## config.mk

```make
export PLATFORM = sky130hd
export DESIGN_NAME = irq_router
export DESIGN_NICKNAME = d
export VERILOG_FILES = /design/src/rtl/irq_router_pkg.sv /design/src/rtl/irq_router_regs.sv /design/src/rtl/irq_router_sel.sv /design/src/rtl/irq_router.sv
export SDC_FILE = /design/constraint.sdc
export NUM_CORES = 1
export LEC_CHECK = 0
export ABC_AREA = 1
export BUFFER_PORTS_ARGS = -buffer_cell sky130_fd_sc_hd__buf_2
export CORE_UTILIZATION = 25
export CTS_BUF_LIST = sky130_fd_sc_hd__clkbuf_8
export CTS_CLUSTER_SIZE = 20
export DETAILED_ROUTE_END_ITERATION = 12
export PLACE_DENSITY = 0.44
export SYNTH_ARGS = -nofsm -noshare
export SYNTH_HDL_FRONTEND = slang
export SYNTH_HIERARCHICAL = 1
export SYNTH_SLANG_ARGS = --single-unit
export TNS_END_PERCENT = 100
```

## constraint.sdc

```tcl
create_clock -name clk_i -period 4.4 [get_ports clk_i]
set_input_delay 0.22 -clock clk_i [delete_from_list [all_inputs] [get_ports clk_i]]
set_output_delay 0.22 -clock clk_i [all_outputs]
set_load 0.03 [all_outputs]
```

## src/rtl/irq_router_pkg.sv

```systemverilog
package irq_router_pkg;
  localparam int unsigned ID_W    = 10;
  localparam int unsigned DATA_W  = 32;
  localparam logic [ID_W-1:0] NONE_ID = '1;  // 1023: nothing pending

  localparam int unsigned OFF_CTRL     = 'h000;
  localparam int unsigned OFF_EN_SET   = 'h030;
  localparam int unsigned OFF_EN_CLR   = 'h034;
  localparam int unsigned OFF_ACK      = 'h044;
  localparam int unsigned OFF_MASK_SET = 'h048;
  localparam int unsigned OFF_MASK_CLR = 'h04C;
  localparam int unsigned OFF_SRC_BASE = 'h100;
  localparam int unsigned FAST_LSB     = 8;

  function automatic bit is_private(int unsigned s);
    return (s == 3) || (s == 5);
  endfunction
endpackage

```

## src/rtl/irq_router_regs.sv

```systemverilog
module irq_router_regs
  import irq_router_pkg::*;
#(
  parameter int unsigned NUM_CPU = 4,
  parameter int unsigned NUM_SRC = 32,
  parameter int unsigned ADDR_W  = 12,
  localparam int unsigned CPU_W  = (NUM_CPU > 1) ? $clog2(NUM_CPU) : 1,
  localparam int unsigned SRC_W  = $clog2(NUM_SRC)
) (
  input  logic                                clk_i,
  input  logic                                rst_ni,
  input  logic                                req_i,
  input  logic                                we_i,
  input  logic [CPU_W-1:0]                    cpu_i,
  input  logic [ADDR_W-1:0]                   addr_i,
  input  logic [DATA_W-1:0]                   wdata_i,
  input  logic [NUM_CPU-1:0][ID_W-1:0]        ack_i,
  output logic [DATA_W-1:0]                   rdata_o,
  output logic [NUM_SRC-1:0]                  en_o,
  output logic [NUM_CPU-1:0][NUM_SRC-1:0]     mask_o,
  output logic [NUM_SRC-1:0][NUM_CPU-1:0]     route_o
);
  localparam logic [ID_W-1:0]     SRC_CNT   = ID_W'(NUM_SRC);
  localparam logic [ADDR_W-3:0]   SRC_CNT_A = (ADDR_W-2)'(NUM_SRC);
  localparam logic [CPU_W:0]      CPU_CNT   = (CPU_W+1)'(NUM_CPU);

  logic [NUM_SRC-1:0]              en_q;
  logic [NUM_CPU-1:0][NUM_SRC-1:0] mask_q;
  logic [NUM_SRC-1:0][NUM_CPU-1:0] nrm_q, fst_q;

  logic [ID_W-1:0]   idx;
  logic [SRC_W-1:0]  idx_s;
  logic              idx_ok, cpu_ok, wr, in_src;
  logic [ADDR_W-1:0] src_off;
  logic [ADDR_W-3:0] src_num;
  logic [SRC_W-1:0]  sel;

  assign idx     = wdata_i[ID_W-1:0];
  assign idx_s   = idx[SRC_W-1:0];
  assign idx_ok  = idx < SRC_CNT;
  assign cpu_ok  = {1'b0, cpu_i} < CPU_CNT;
  assign wr      = req_i && we_i;
  assign src_off = addr_i - ADDR_W'(OFF_SRC_BASE);
  assign src_num = src_off[ADDR_W-1:2];
  assign sel     = src_num[SRC_W-1:0];
  assign in_src  = (addr_i >= ADDR_W'(OFF_SRC_BASE)) && (src_off[1:0] == 2'b00)
                   && (src_num < SRC_CNT_A);

  always_ff @(posedge clk_i or negedge rst_ni) begin
    if (!rst_ni) begin
      en_q   <= '0;
      mask_q <= '1;
      fst_q  <= '0;
      for (int s = 0; s < NUM_SRC; s++) nrm_q[s] <= NUM_CPU'(1);
    end else if (wr) begin
      if (addr_i == ADDR_W'(OFF_EN_SET) && idx_ok) en_q[idx_s] <= 1'b1;
      if (addr_i == ADDR_W'(OFF_EN_CLR) && idx_ok) en_q[idx_s] <= 1'b0;
      if (addr_i == ADDR_W'(OFF_MASK_SET) && idx_ok && cpu_ok) mask_q[cpu_i][idx_s] <= 1'b1;
      if (addr_i == ADDR_W'(OFF_MASK_CLR) && idx_ok && cpu_ok) mask_q[cpu_i][idx_s] <= 1'b0;
      if (in_src) begin
        nrm_q[sel] <= wdata_i[NUM_CPU-1:0];
        fst_q[sel] <= wdata_i[FAST_LSB +: NUM_CPU];
      end
    end
  end

  always_comb begin
    rdata_o = '0;
    if (addr_i == ADDR_W'(OFF_CTRL)) begin
      rdata_o[2 +: ID_W] = SRC_CNT;
    end else if (addr_i == ADDR_W'(OFF_ACK)) begin
      rdata_o[ID_W-1:0] = cpu_ok ? ack_i[cpu_i] : NONE_ID;
    end else if (in_src) begin
      rdata_o[NUM_CPU-1:0]           = nrm_q[sel];
      rdata_o[FAST_LSB +: NUM_CPU]   = fst_q[sel];
    end
  end

  for (genvar s = 0; s < NUM_SRC; s++) begin : g_route
    assign route_o[s] = nrm_q[s] | fst_q[s];
  end

  assign en_o   = en_q;
  assign mask_o = mask_q;

  logic unused_bits;
  assign unused_bits = ^{wdata_i, src_off[1:0]};

  AST_EN_SET: assert property (@(posedge clk_i) disable iff (!rst_ni)
    (wr && addr_i == ADDR_W'(OFF_EN_SET) && idx_ok) |=> en_q[$past(idx_s)]);
  AST_EN_CLR: assert property (@(posedge clk_i) disable iff (!rst_ni)
    (wr && addr_i == ADDR_W'(OFF_EN_CLR) && idx_ok) |=> !en_q[$past(idx_s)]);
  AST_MASK_CLR: assert property (@(posedge clk_i) disable iff (!rst_ni)
    (wr && addr_i == ADDR_W'(OFF_MASK_CLR) && idx_ok && cpu_ok)
    |=> !mask_q[$past(cpu_i)][$past(idx_s)]);
  AST_EN_BAD_IDX: assert property (@(posedge clk_i) disable iff (!rst_ni)
    (wr && !idx_ok) |=> $stable(en_q));
endmodule

```

## src/rtl/irq_router_sel.sv

```systemverilog
module irq_router_sel
  import irq_router_pkg::*;
#(
  parameter int unsigned NUM_SRC = 32
) (
  input  logic [NUM_SRC-1:0] elig_i,
  output logic [ID_W-1:0]    id_o,
  output logic               hit_o
);
  always_comb begin
    id_o  = NONE_ID;
    hit_o = 1'b0;
    for (int i = NUM_SRC - 1; i >= 0; i--) begin
      if (elig_i[i]) begin
        id_o  = ID_W'(i);
        hit_o = 1'b1;
      end
    end
  end
endmodule

```

## src/rtl/irq_router.sv

```systemverilog
module irq_router
  import irq_router_pkg::*;
#(
  parameter int unsigned NUM_CPU = 4,
  parameter int unsigned NUM_SRC = 32,
  parameter int unsigned ADDR_W  = 12,
  localparam int unsigned CPU_W  = (NUM_CPU > 1) ? $clog2(NUM_CPU) : 1,
  localparam int unsigned SRC_W  = $clog2(NUM_SRC)
) (
  input  logic                 clk_i,
  input  logic                 rst_ni,
  input  logic                 req_i,
  input  logic                 we_i,
  input  logic [CPU_W-1:0]     cpu_i,
  input  logic [ADDR_W-1:0]    addr_i,
  input  logic [DATA_W-1:0]    wdata_i,
  output logic [DATA_W-1:0]    rdata_o,
  input  logic [NUM_SRC-1:0]   src_i,
  output logic [NUM_CPU-1:0]   irq_o
);
  localparam logic [ID_W-1:0] SRC_CNT = ID_W'(NUM_SRC);

  logic [NUM_SRC-1:0]              en;
  logic [NUM_CPU-1:0][NUM_SRC-1:0] mask;
  logic [NUM_SRC-1:0][NUM_CPU-1:0] route;
  logic [NUM_CPU-1:0][NUM_SRC-1:0] elig;
  logic [NUM_CPU-1:0][ID_W-1:0]    ack;
  logic [NUM_CPU-1:0]              hit;
  logic [NUM_CPU-1:0]              irq_q;

  irq_router_regs #(.NUM_CPU(NUM_CPU), .NUM_SRC(NUM_SRC), .ADDR_W(ADDR_W)) u_regs (
    .clk_i, .rst_ni, .req_i, .we_i, .cpu_i, .addr_i, .wdata_i,
    .ack_i(ack), .rdata_o, .en_o(en), .mask_o(mask), .route_o(route)
  );

  for (genvar c = 0; c < NUM_CPU; c++) begin : g_cpu
    for (genvar s = 0; s < NUM_SRC; s++) begin : g_src
      if (is_private(s)) begin : g_priv
        assign elig[c][s] = src_i[s] & ~mask[c][s];
      end else begin : g_glob
        assign elig[c][s] = src_i[s] & ~mask[c][s] & en[s] & route[s][c];
      end
    end

    irq_router_sel #(.NUM_SRC(NUM_SRC)) u_sel (
      .elig_i(elig[c]), .id_o(ack[c]), .hit_o(hit[c])
    );

    AST_ACK_RANGE: assert property (@(posedge clk_i) disable iff (!rst_ni)
      hit[c] |-> (ack[c] < SRC_CNT) && elig[c][ack[c][SRC_W-1:0]]);
    AST_ACK_NONE: assert property (@(posedge clk_i) disable iff (!rst_ni)
      !hit[c] |-> (ack[c] == NONE_ID));
    AST_PRIV_BYPASS: assert property (@(posedge clk_i) disable iff (!rst_ni)
      (src_i[3] && !mask[c][3]) |-> hit[c] && (ack[c] <= ID_W'(3)));
  end

  always_ff @(posedge clk_i or negedge rst_ni) begin
    if (!rst_ni) irq_q <= '0;
    else         irq_q <= hit;
  end
  assign irq_o = irq_q;

  AST_IRQ_QUIET: assert property (@(posedge clk_i) disable iff (!rst_ni)
    (src_i == '0) |=> (irq_o == '0));
endmodule

```

---- After elaboration in Yosys (flattened, before gate mapping) ----
Index checks and enable logic that the tools add are counted.
cells by class
  order comparisons ....................... 9
  mux-type cells .......................... 284
  bitwise logic cells ..................... 532
  add/subtract/negate cells ............... 1
  equal/unequal tests ..................... 5
  reductions and logical operators ........ 13
operator list
  cell                                                         number
  2-to-1 mux 10 bit                                            130
  2-to-1 mux 128 bit                                           3
  bitwise AND 1 bit                                            368
  bitwise mux 128 bit                                          2
  2-to-1 mux 1 bit                                             129
  bitwise AND 128 bit                                          1
  2-to-1 mux 32 bit                                            4
  NOT 1 bit                                                    128
  NOT 128 bit                                                  1
  bitwise OR 128 bit                                           1
  bitwise OR 4 bit                                             30
  demux 32 bit (select 2 bit)                                  1
  binary-select mux 4 bit (select 5 bit)                       2
  equality test 12 x 7 -> 1 bit, second input constant         3
  bitwise AND 32 bit                                           1
  NOT 32 bit                                                   1
  bitwise OR 32 bit                                            1
  2-to-1 mux 4 bit                                             7
  equality test 12 x 6 -> 1 bit, second input constant         2
  binary-select mux 10 bit (select 2 bit)                      1
  demux 4 bit (select 5 bit)                                   1
  less-than comparator 10 x 6 -> 1 bit, second input constant  2
  >= comparator 12 x 9 -> 1 bit, second input constant         1
  zero test 12 bit                                             1
  10 further kinds                                             23
word-level totals
  output and inout port bits .............. 36
  word-level logic and storage cells ...... 914
  register bits ........................... 420
  input bits .............................. 82

---- Depth between registers and ports, before layout ----
Gate-level depths: netlist of run 1.
  depth after elaboration ................. 40
  mapped depth ............................ 36
  gate-level depth less buffers ........... 36

---- Hierarchy ----
Netlist of run 1, hierarchy kept.
modules (own cells, without submodules)
  module           sequential area each (sq um)  cells each  instances  area an instance (sq um)
  irq_router_regs  10610.2                       3223        1          22481.6
  irq_router_sel   0.0                           105         4          465.4
  irq_router       100.1                         404         1          1676.6

---- Least setup slack after synthesis of run 1 ----
No wires, ideal clock.
  path kind ............................... flip-flop to output port
  start ................................... register u_regs/nrm_q[3] in the netlist's numbering
  end ..................................... output rdata_o[6]
  slack ................................... 1644 ps
  required time ........................... 4180 ps
  arrival ................................. 2536 ps
  buffers on the path ..................... 1
  cell stages (with the launch flop) ...... 11
  cell sequence ........................... dfrtp_1 or2_2 nand2_1 nor2_1 or2_2 nor3_1 nand2_1 nor3_1 buf_4 nand2_1 a31oi_1
RTL lines
  item                              line                   source
  start: declaration                irq_router_regs.sv:29  logic [NUM_SRC-1:0][NUM_CPU-1:0] nrm_q, fst_q;
  start signal: indexed assignment  irq_router_regs.sv:61  nrm_q[sel] <= wdata_i[NUM_CPU-1:0];
  end: declaration                  irq_router.sv:17       output logic [DATA_W-1:0] rdata_o,

==> metrics.md, run 1 <==
| Metric | Value |
|---|---|
| Mean post-synth cell area | `6.42 um^2` |
| Transition time at the pin with the least slew margin | `1.08 ns` |
| Post-synthesis cell count | `4,030` |
| Remaining routing DRC violations | `0` |
| Initial antenna violation count | `2` |
| # placed instances | `5,397` |
| Starting Density | `25.3%` |
| Leakage power total | `15.1 nW` |
| Total overflow reported by the global router | `0` |
| Pwr/cell area | `288 nW/um^2` |
| Number of nets with antenna violations after detailed routing | `0` |
| Number of global-route vias before repair | `24,173` |
| Number of clock buffers inserted by TritonCTS | `81` |
| Core outline area | `102,000 um^2` |
| Reg2Reg Depth | `8` |
| Max-Slew Margin vs Limit | `27.8%` |
| Most common cell type on the critical path | `nand2_1` |
| Origin of the worst min-delay path | `wdata_i[3]` |
| CP required | `4.18 ns` |
| Vias | `25,398` |
| Post-CTS clock slew at the launch and capture registers of the worst setup and hold paths | `0.06 ns` |
| DR vias/cell | `4.58` |
| Port Buffer Count | `77` |
| Count of maximum capacitance violations | `0` |
| Count of nets after finishing | `4,199` |
| Outcome | `finished, final reports clean` |
| Unrepaired setup endpoints after global routing | `yes` |
| Type of the worst setup path | `reg -> out` |
| Setup violations, final | `0` |
| Routed len/inst | `20.5 um` |
| Source-to-sink clock delay at the later pin of the worst-skew pair | `0.70 ns` |
| Chip Width | `324 um` |
| CTS Buffer Depth | `3` |
| First-pass iteration count of the detailed router | `6` |
| Placement row count | `117` |
| Die area | `105,000 um^2` |
| Ratio of cells with drive above 1 in the final layout | `15.0%` |
| Critical register-to-register path endpoint | `irq_o[0]$_DFF_PN0_` |
| Clock tree root driver cell | `clkbuf_8` |
| Wire length of the first global-routing pass | `166,000 um` |
| Critical path cell sequence | `or2_2 -> nand2_1 -> nor2_1 -> nor2_1 -> nor3_1 -> o31ai_1 -> nand2_1 -> nand2_1 -> nand2_1 -> nand2_1 -> nand2_1 -> nand2_1 -> nand2_1 -> nand3_1 -> nand3_1 -> a311oi_1 -> o22ai_1 -> nor2_1 -> nand2_1 -> nand2_2 -> buf_2` |
| Reg2Reg Launch Point | `u_regs/fst_q[28]$_DFFE_PN0P_` |
| Reg2reg setup slack | `2.02 ns` |
| Sink Count | `418` |
| Routability cong. | `0.946` |
| Top fanout value on the critical path | `3` |
| Number of DRC markers after the initial detailed-route iteration | `2,380` |
| Post-layout instance count excluding filler cells | `5,545` |
| Endpoints failing hold | `0` |
| Sum of negative setup slack | `0 ns` |
| Largest net degree at the start of global routing | `98` |
| HPWL reported at the end of detailed placement | `82,000 um` |
| Crit path arrival time | `4.08 ns` |
| Layout area overhead | `14.3%` |
| Final WL | `114,000 um` |
| Startpoint Class | `register` |
| Slowest cell delay on critical path | `0.38 ns` |
| Most common cell after layout, fill and taps aside | `nand2_1` |
| Max frequency | `232 MHz` |
| Post-layout min period | `4.30 ns` |
| Most frequent cells in the layout | `nand2_1 (1,649), nor2_1 (655), inv_1 (534)` |
| Max Clock Skew | `0.0222 ns` |
| Endpoint kind of the worst setup timing path | `output pin` |
| Vert. Die Dim | `324 um` |
| GR Util All Layers | `21.8%` |
| Critical path startpoint | `u_regs/fst_q[117]$_DFFE_PN0P_` |
| Summed instance area of the synthesized netlist | `25,900 um^2` |
| Class of the worst hold path | `in -> reg` |
| I/O pin cnt | `118` |
| Post-CTS Repair Setup Buffers | `0` |
| Maximum VDD drop | `0.000173 V` |
| CTS HTree Levels | `3` |
| Tightest hold margin | `0.0448 ns` |
| Slowest-stage cell, CP | `dfrtp_1` |
| Final-report max-slew violation count | `0` |
| Number of warnings issued by yosys | `6` |
| Clock tree from TritonCTS | `built` |
| Post-route total power | `8.51 mW` |
| Share of the clock period used by the worst path | `97.8%` |
| Worst setup endpoint | `rdata_o[1]` |
## final cells by class
type / instances / area, um^2
multi-input cells: 2925 / 12500
inverters: 528 / 2040
well taps: 1368 / 1710
flip-flops and latches: 418 / 10700
clock inverters: 44 / 180
fillers: 11558 / 72600
diodes: 1 / 2.50
repair buffers: 163 / 1110
clock buffers: 98 / 1350
## stage by stage
step	utilization [%]	cell area [um^2]	setup slack, ns
after floorplan	-	26000	1.64
after global placement	27.4	28000	0.608
after detailed placement	27.4	28000	0.671
after CTS	28.9	29500	0.0132
after global routing	29.0	29600	-0.0974
final	29.0	29600	0.0960
## metal layers
layer,wire [um],vias up,global-route usage [%]
met4,3420,0,7.19
met5,0,-,0
met2,49800,849,33.8
li1,-,12272,-
met1,53100,12124,30.9
met3,7530,153,3.25
## sequential cells by signal, summed over array words and instances (netlist names)
| name | flops |
|---|---|
| irq_o | 4 |
| u_regs/nrm_q | 128 |
| u_regs/mask_o | 128 |
| u_regs/fst_q | 128 |
| u_regs/en_o | 30 |
## power by group
part / switching, mW / internal, mW / leakage [nW]
registers: 0.00502 / 3.86 / 5.18
logic: 0.629 / 0.172 / 8.96
clock network: 1.85 / 1.99 / 0.925
## critical path, delay by kind of cell (launching register included)
kind / cells / cell delay (ns)
compound gates: 3 / 0.64
buf+inv: 1 / 0.23
simple gates: 17 / 2.12
flops: 1 / 0.38
## worst min path at each step
| stage | to | depth (start not counted) |
|---|---|---|
| 2_1_floorplan | irq_o[0]$_DFF_PN0_ | 0 |
| 3_3_place_gp | u_regs/en_o[27]$_DFFE_PN0P_ | 1 |
| 3_5_place_dp | u_regs/en_o[25]$_DFFE_PN0P_ | 1 |
| 4_1_cts | u_regs/nrm_q[123]$_DFFE_PN0P_ | 3 |
| 5_1_grt | u_regs/nrm_q[15]$_DFFE_PN0P_ | 3 |
| 6_report | u_regs/nrm_q[123]$_DFFE_PN0P_ | 3 |
## what timing repair did
item                                    in CTS  in global routing
endpoints found under the setup margin       1                  2
cloned                                       0                  0
hold endpoints to repair                    83                  0
resized for setup                            4                 18
hold buffers                                 5                  0
pin swaps                                    1                 23
No activity file was read; power rests on OpenSTA's default activity.
==> run 2, diff against run 1 <==
Settings changed: PLACE_DENSITY 0.44 to 0.38.
==> run 2 against run 1 <==
  * Wire length grew 5.3%
  * Sequential share of layout area shrank 0.11 points
  * Count of clock-buffer cells in the layout grew 1
  * Worst hold slack gained 0.067 ns
  * Combinational power grew 0.6%
  * Flip-flop and latch count is the same
  * Via count shrank 0.83%
  * Worst setup slack gained 0.098 ns
  * Register-to-register slack lost 0.29 ns
  * First-iteration DRC count shrank 8.9%
  * Fmax grew 2.3%
  * Largest cell class unchanged
  * Highest routed layer is now met5
==> metrics.md, run 2 (synthesis gave the netlist of run 1 again) <==
| Metric | Value |
|---|---|
| Setup WS post-layout | `0.194 ns (+0.0980 ns)` |
| FILL cells | `11,542 (-0.14%)` |
| Endpoints failing hold | `0 (unchanged)` |
| I/O pin cnt | `118 (unchanged)` |
| DR vias/cell | `4.54 (-0.98%)` |
| Leakage power total | `15.1 nW (+0.31%)` |
| Sink Count | `418 (unchanged)` |
| Count of maximum capacitance violations | `0 (unchanged)` |
| Number of global-route vias before repair | `23,906 (-1.1%)` |
| GR Util All Layers | `22.9% (+1.1 points)` |
| Remaining routing DRC violations | `0 (unchanged)` |
| Number of nets with antenna violations after detailed routing | `0 (unchanged)` |
| Ratio of cells with drive above 1 in the final layout | `15.1% (+0.091 points)` |
| Starting Density | `25.3% (unchanged)` |
| Most frequent cells in the layout | `nand2_1 (1,652), nor2_1 (649), inv_1 (539)` |
| Crit path arrival time | `3.99 ns (-0.09 ns)` |
| Multi-input combinational cell area | `12,600 um^2 (+0.22%)` |
| Post-CTS clock slew at the launch and capture registers of the worst setup and hold paths | `0.05 ns (about the same)` |
| Wire length of the first global-routing pass | `172,000 um (+3.4%)` |
| Reg2Reg Launch Point | `u_regs/fst_q[30]$_DFFE_PN0P_` |
| Layout area overhead | `14.7%` |
| Final WL | `120,000 um (+5.3%)` |
| Final instance area | `29,700 um^2 (+0.32%)` |
| Source-to-sink clock delay at the later pin of the worst-skew pair | `0.70 ns (about the same)` |
| Final-report max-slew violation count | `0 (unchanged)` |
| Transition time at the pin with the least slew margin | `1.39 ns (+0.308 ns)` |
| Slowest-stage cell, CP | `dfstp_2` |
| Hold path depth | `7 (+4)` |
| Post-layout min period | `4.21 ns (-0.0980 ns)` |
| Post-layout instance count excluding filler cells | `5,553 (+0.14%)` |
| Clock tree root driver cell | `clkbuf_8` |
| Number of DRC markers after the initial detailed-route iteration | `2,168 (-8.9%)` |
| Pwr/cell area | `293 nW/um^2 (+1.8%)` |
| Die area | `105,000 um^2 (unchanged)` |
| Max Clock Skew | `0.0299 ns (+0.00768 ns)` |
| Setup violations, final | `0 (unchanged)` |
| CTS Buffer Depth | `3 (unchanged)` |
| Critical path startpoint | `u_regs/nrm_q[100]$_DFFE_PN1P_` |
| Endpoint kind of the worst setup timing path | `output pin` |
| Chip Width | `324 um (unchanged)` |
| Slowest cell delay on critical path | `0.52 ns (+0.14 ns)` |
| Most common cell after layout, fill and taps aside | `nand2_1` |
| Max frequency | `238 MHz (+2.3%)` |
| Post-CTS Repair Setup Buffers | `0 (unchanged)` |
| Vias | `25,186 (-0.83%)` |
| HPWL reported at the end of detailed placement | `86,500 um (+5.5%)` |
| Routability cong. | `0.933 (-1.4%)` |
| Initial antenna violation count | `3 (+1)` |
| Max-Slew Margin vs Limit | `6.94% (-21 points)` |
| Vert. Die Dim | `324 um (unchanged)` |
| CP required | `4.18 ns (about the same)` |
| Startpoint Class | `register` |
| Type of the worst setup path | `reg -> out` |
| Routed len/inst | `21.6 um (+5.1%)` |
| Clock tree from TritonCTS | `built` |
| Placement row count | `117 (unchanged)` |
| Pre-CTS setup slack | `0.629 ns (-0.0420 ns)` |
| First-pass iteration count of the detailed router | `5 (-1)` |
| Port Buffer Count | `77 (unchanged)` |
| Top fanout value on the critical path | `2 (-1)` |
| # placed instances | `5,391 (-0.11%)` |
| Tightest hold margin | `0.112 ns (+0.0668 ns)` |
| Total overflow reported by the global router | `0 (unchanged)` |
| Placed Instance Area | `27,900 um^2 (-0.13%)` |
| Core outline area | `102,000 um^2 (unchanged)` |
| CTS HTree Levels | `3 (unchanged)` |
| Class of the worst hold path | `in -> reg` |
| Reg area | `10,700 um^2 (unchanged)` |
| Unrepaired setup endpoints after global routing | `yes` |
| Largest net degree at the start of global routing | `106 (+8.2%)` |
| Share of the clock period used by the worst path | `95.6% (-2.2 points)` |
| Number of clock buffers inserted by TritonCTS | `86 (+6.2%)` |
| Sum of negative setup slack | `0 ns (unchanged)` |
| Count of nets after finishing | `4,200 (+0.024%)` |
| Origin of the worst min-delay path | `wdata_i[4]` |
| Outcome | `finished, final reports clean` |
| Most common cell type on the critical path | `nand2_1` |
| Maximum VDD drop | `0.000190 V (+9.7%)` |
| Reg2Reg Depth | `8 (unchanged)` |
## run 2: changes by cell type in the layout (fill, tap and decap cells not counted), sizes merged, moves of 2 or more
cell	change
buf	-6
inv	+6
clkinv	+3
dlygate4sd3	+2
## run 2: per-stage QoR
stage          util, %  power, mW
2_1_floorplan        -       4.32
3_3_place_gp      27.3       4.74
3_5_place_dp      27.3       4.73
4_1_cts           29.0       8.85
5_1_grt           29.1       9.06
6_report          29.1       8.69
## run 2: worst max-delay path: cells and delay by family, from the launching register on
family | cells | cell delay (ns)
DFF | 1 | 0.52
and+or+nand+nor | 28 | 2.14
AOI/OAI and AO/OA | 2 | 0.22
buffers and inverters | 3 | 0.39
## run 2: path summary, 6_finish.rpt
path | endpoint | slack [ns]
setup / recovery | rdata_o[0] | 0.19
hold / removal | u_regs/mask_o[90]$_DFFE_PN1P_ | 0.11
setup reg to reg | irq_o[2]$_DFF_PN0_ | 1.73
hold reg to reg | u_regs/mask_o[110]$_DFFE_PN1P_ | 0.46
max in group asynchronous | u_regs/en_o[14]$_DFFE_PN0P_ | 3.17
min in group asynchronous | u_regs/en_o[25]$_DFFE_PN0P_ | 0.14
## run 2: layout make-up
class | instances | area share, %
repair buffers | 159 | 3.67
inverters | 528 | 6.86
well taps | 1368 | 5.77
diodes | 1 | 0.00843
flip-flops and latches | 418 | 35.9
multi-input cells | 2925 | 42.3
clock inverters | 55 | 0.860
clock buffers | 99 | 4.59
## run 2: what timing repair did
| action | CTS | global route |
|---|---|---|
| hold buffers | 7 | 0 |
| endpoints found under the hold margin | 87 | 0 |
| gates resized for setup | 5 | 24 |
| setup endpoints to repair | 2 | 2 |
| pin swaps | 1 | 22 |
## run 2: layer usage
| layer | vias up | routed length [um] | track usage, % |
|---|---|---|---|
| met1 | 12038 | 57700 | 32.9 |
| met3 | 145 | 6460 | 3.23 |
| met4 | 2 | 2780 | 5.91 |
| met2 | 698 | 52900 | 35.7 |
| li1 | 12303 | - | - |
| met5 | - | 12 | 0 |
## run 2: power breakdown
group	internal, mW	total (mW)	switching [mW]
sequential	3.86	3.87	0.00514
combinational	0.171	0.806	0.635
clock	2.09	4.02	1.93
total	6.13	8.69	2.57
==> run 3, diff against run 2 <==
--- a/config.mk
+++ b/config.mk
@@ -7,3 +7,2 @@
 export LEC_CHECK = 0
-export ABC_AREA = 1
 export BUFFER_PORTS_ARGS = -buffer_cell sky130_fd_sc_hd__buf_2
==> constraint.sdc (replaced) <==
create_clock -name clk_i -period 4.4 [get_ports clk_i]
set_input_delay 0.44 -clock clk_i [delete_from_list [all_inputs] [get_ports clk_i]]
set_output_delay 0.44 -clock clk_i [all_outputs]
set_load 0.03 [all_outputs]
==> run 3 against run 2 <==
  * The flow now finishes with violations (setup timing)
  * Sequential power is essentially flat
  * First-iteration DRC count fell by 30%
  * Combinational power is 31% lower
  * Wire length fell by 19%
  * Largest cell class unchanged
  * Critical path type unchanged
==> metrics.md, run 3 <==
| Metric | Value |
|---|---|
| Post-layout min period | `4.41 ns (+0.202 ns)` |
| Sequential power share | `45.8% (+1.3 points)` |
| Number of DRC markers after the initial detailed-route iteration | `1,520 (-30%)` |
| Sum of negative setup slack | `-0.00777 ns (-0.00777 ns)` |
| Final-report max-slew violation count | `0 (unchanged)` |
| Reg2Reg Depth | `6 (-2)` |
| Number of warnings issued by yosys | `6 (unchanged)` |
| Final WL | `97,500 um (-19%)` |
| Critical path cell sequence | `or2_2 -> and4b_1 -> nor2_1 -> o311ai_2 -> a31oi_1 -> o21a_1 -> mux4_2 -> nand3_1 -> o21ai_0 -> buf_2` |
| Mean post-synth cell area | `11.6 um^2 (+80%)` |
| Max-Slew Margin vs Limit | `27.7% (+21 points)` |
| Vias | `17,524 (-30%)` |
| Endpoints failing hold | `0 (unchanged)` |
| Layout area overhead | `14.3%` |
| Crit path arrival time | `3.97 ns (-0.02 ns)` |
| Largest net degree at the start of global routing | `98 (-7.5%)` |
| Placement row count | `112 (-4.3%)` |
| Number of clock buffers inserted by TritonCTS | `81 (-5.8%)` |
| Clock tree root driver cell | `clkbuf_8` |
| Port Buffer Count | `77 (unchanged)` |
| Relative contribution of the clock network to total power | `47.6% (+1.4 points)` |
| Transition time at the pin with the least slew margin | `1.08 ns (-0.306 ns)` |
| Failing checks | `setup timing` |
| Count of maximum capacitance violations | `0 (unchanged)` |
| Post-synthesis cell count | `2,028 (-50%)` |
| Maximum VDD drop | `0.000189 V (-0.36%)` |
| Count of nets after finishing | `2,176 (-48%)` |
| Type of the worst setup path | `reg -> out` |
| Unrepaired setup endpoints after global routing | `no` |
| GR Util All Layers | `20.5% (-2.4 points)` |
| CP required | `3.96 ns (-0.22 ns)` |
| Core outline area | `93,200 um^2 (-8.8%)` |
| Setup WS post-layout | `-0.00777 ns (-0.202 ns)` |
| Startpoint Class | `register` |
| Number of nets with antenna violations after detailed routing | `0 (unchanged)` |
| Source-to-sink clock delay at the later pin of the worst-skew pair | `0.70 ns (about the same)` |
| Slowest cell delay on critical path | `0.44 ns (-0.08 ns)` |
| Routed len/inst | `28.5 um (+32%)` |
| Starting Density | `25.2% (-0.11 points)` |
| Post-CTS Repair Setup Buffers | `0 (unchanged)` |
| Utilization after layout | `28.8% (-0.22 points)` |
| DR vias/cell | `5.13 (+13%)` |
| CTS HTree Levels | `3 (unchanged)` |
| I/O pin cnt | `118 (unchanged)` |
| Number of global-route vias before repair | `17,851 (-25%)` |
| Max Clock Skew | `0.0233 ns (-0.00662 ns)` |
| Clock tree from TritonCTS | `built` |
| Routability cong. | `0.923 (-1.1%)` |
| CTS Buffer Depth | `3 (unchanged)` |
| Post-CTS clock slew at the launch and capture registers of the worst setup and hold paths | `0.06 ns (about the same)` |
| Internal power | `6.20 mW (+1.2%)` |
| Part of the power in combinational logic | `6.6% (-2.7 points)` |
| Switching part of the total | `26.6% (-3.0 points)` |
| First-pass iteration count of the detailed router | `5 (unchanged)` |
| Remaining routing DRC violations | `0 (unchanged)` |
| Leakage power total | `12.4 nW (-18%)` |
| Wire length of the first global-routing pass | `136,000 um (-21%)` |
| Tightest hold margin | `0.236 ns (+0.124 ns)` |
| Post-route total power | `8.44 mW (-2.9%)` |
| Pre-CTS setup slack | `0.529 ns (-0.100 ns)` |
| Pwr/cell area | `314 nW/um^2 (+7.3%)` |
| Summed instance area of the synthesized netlist | `23,500 um^2 (-9.2%)` |
| Ratio of cells with drive above 1 in the final layout | `42.4% (+27 points)` |
| Die area | `95,300 um^2 (-9.1%)` |
| Setup violations, final | `1 (+1)` |
| Initial antenna violation count | `11 (+8)` |
| Endpoint kind of the worst setup timing path | `output pin` |
| Chip Width | `309 um (-4.7%)` |
| HPWL reported at the end of detailed placement | `70,700 um (-18%)` |
| Most common cell after layout, fill and taps aside | `dfrtp_1` |
| Max frequency | `227 MHz (-4.6%)` |
| Outcome | `complete, but fails checks` |
| Top fanout value on the critical path | `3 (+1)` |
| Vert. Die Dim | `309 um (-4.7%)` |
| Most frequent cells in the layout | `dfrtp_1 (258), mux2_2 (219), dfstp_2 (160)` |
| Reported net switching power | `2.24 mW (-13%)` |
| Share of the clock period used by the worst path | `100% (+4.6 points)` |
| Hold path depth | `4 (-3)` |
| Total overflow reported by the global router | `0 (unchanged)` |
| Sink Count | `418 (unchanged)` |
| Slowest-stage cell, CP | `a31oi_1` |
| Class of the worst hold path | `in -> reg` |
[run 3: cell count changes in the layout (fill, tap and decap cells not counted), moves of 80 or more]
cell     change
nand4_1     -86
o21ai_0     +80
inv_1      -468
o31ai_1    +113
mux2_2     +219
nor2_1     -535
and4b_1    +121
nand2_1   -1572
[run 3: layout make-up]
cell class	instances	area, um^2
fill	9642	66300
multi-input combinational	1437	12000
sequential	418	10700
tap	1254	1570
clock buffer	102	1400
timing repair buffer	119	813
clock inverter	48	263
inverter	37	139
antenna	4	10.0
[run 3: metrics by stage]
| stage | cell area (um^2) | std cells |
|---|---|---|
| after CTS | 26800 | 3415 |
| after global placement | 25100 | 3264 |
| after global routing | 26900 | 3416 |
| after floorplan | 23600 | 2047 |
| after detailed placement | 25100 | 3264 |
| final | 26900 | 3419 |
[run 3: power by group through the flow]
stage / logic, mW / clock network [mW] / registers, mW
3_5_place_dp: 0.556 / 0 / 3.93
4_1_cts: 0.559 / 4.15 / 3.87
3_3_place_gp: 0.554 / 0 / 3.93
2_1_floorplan: 0.276 / 0 / 3.93
5_1_grt: 0.596 / 4.34 / 3.86
6_report: 0.557 / 4.02 / 3.87
[run 3: final timing paths]
check                      slack, ns                              to                           start
setup reg to reg                2.10              irq_o[1]$_DFF_PN0_    u_regs/nrm_q[89]$_DFFE_PN0P_
min in group asynchronous       0.40    u_regs/fst_q[98]$_DFFE_PN0P_                          rst_ni
hold reg to reg                 0.47  u_regs/mask_o[127]$_DFFE_PN1P_  u_regs/mask_o[127]$_DFFE_PN1P_
max in group asynchronous       2.88    u_regs/nrm_q[48]$_DFFE_PN1P_                          rst_ni
setup / recovery              -0.008                      rdata_o[1]    u_regs/fst_q[85]$_DFFE_PN0P_
hold / removal                  0.24   u_regs/mask_o[93]$_DFFE_PN1P_                      wdata_i[1]
[run 3: timing repair]
| action | in CTS | in global routing |
|---|---|---|
| hold buffers | 1 | 0 |
| hold endpoints to repair | 43 | 0 |
| endpoints found under the setup margin | 4 | 5 |
| gates resized for setup | 11 | 15 |
[run 3: layer usage]
metal	GRT usage (%)	part of all wire, %	vias up
li1	-	-	7697
met1	26.7	44	9054
met2	31.9	45	612
met3	5.54	6.9	157
met4	8.45	4.1	4
met5	0	0.025	-
[run 3: critical path: cells and delay by family (launching register included)]
| kind | cells | cell delay [ns] |
|---|---|---|
| compound gates | 4 | 1.25 |
| buf+inv | 1 | 0.34 |
| flops | 1 | 0.39 |
| mux | 1 | 0.26 |
| simple gates | 4 | 1.06 |
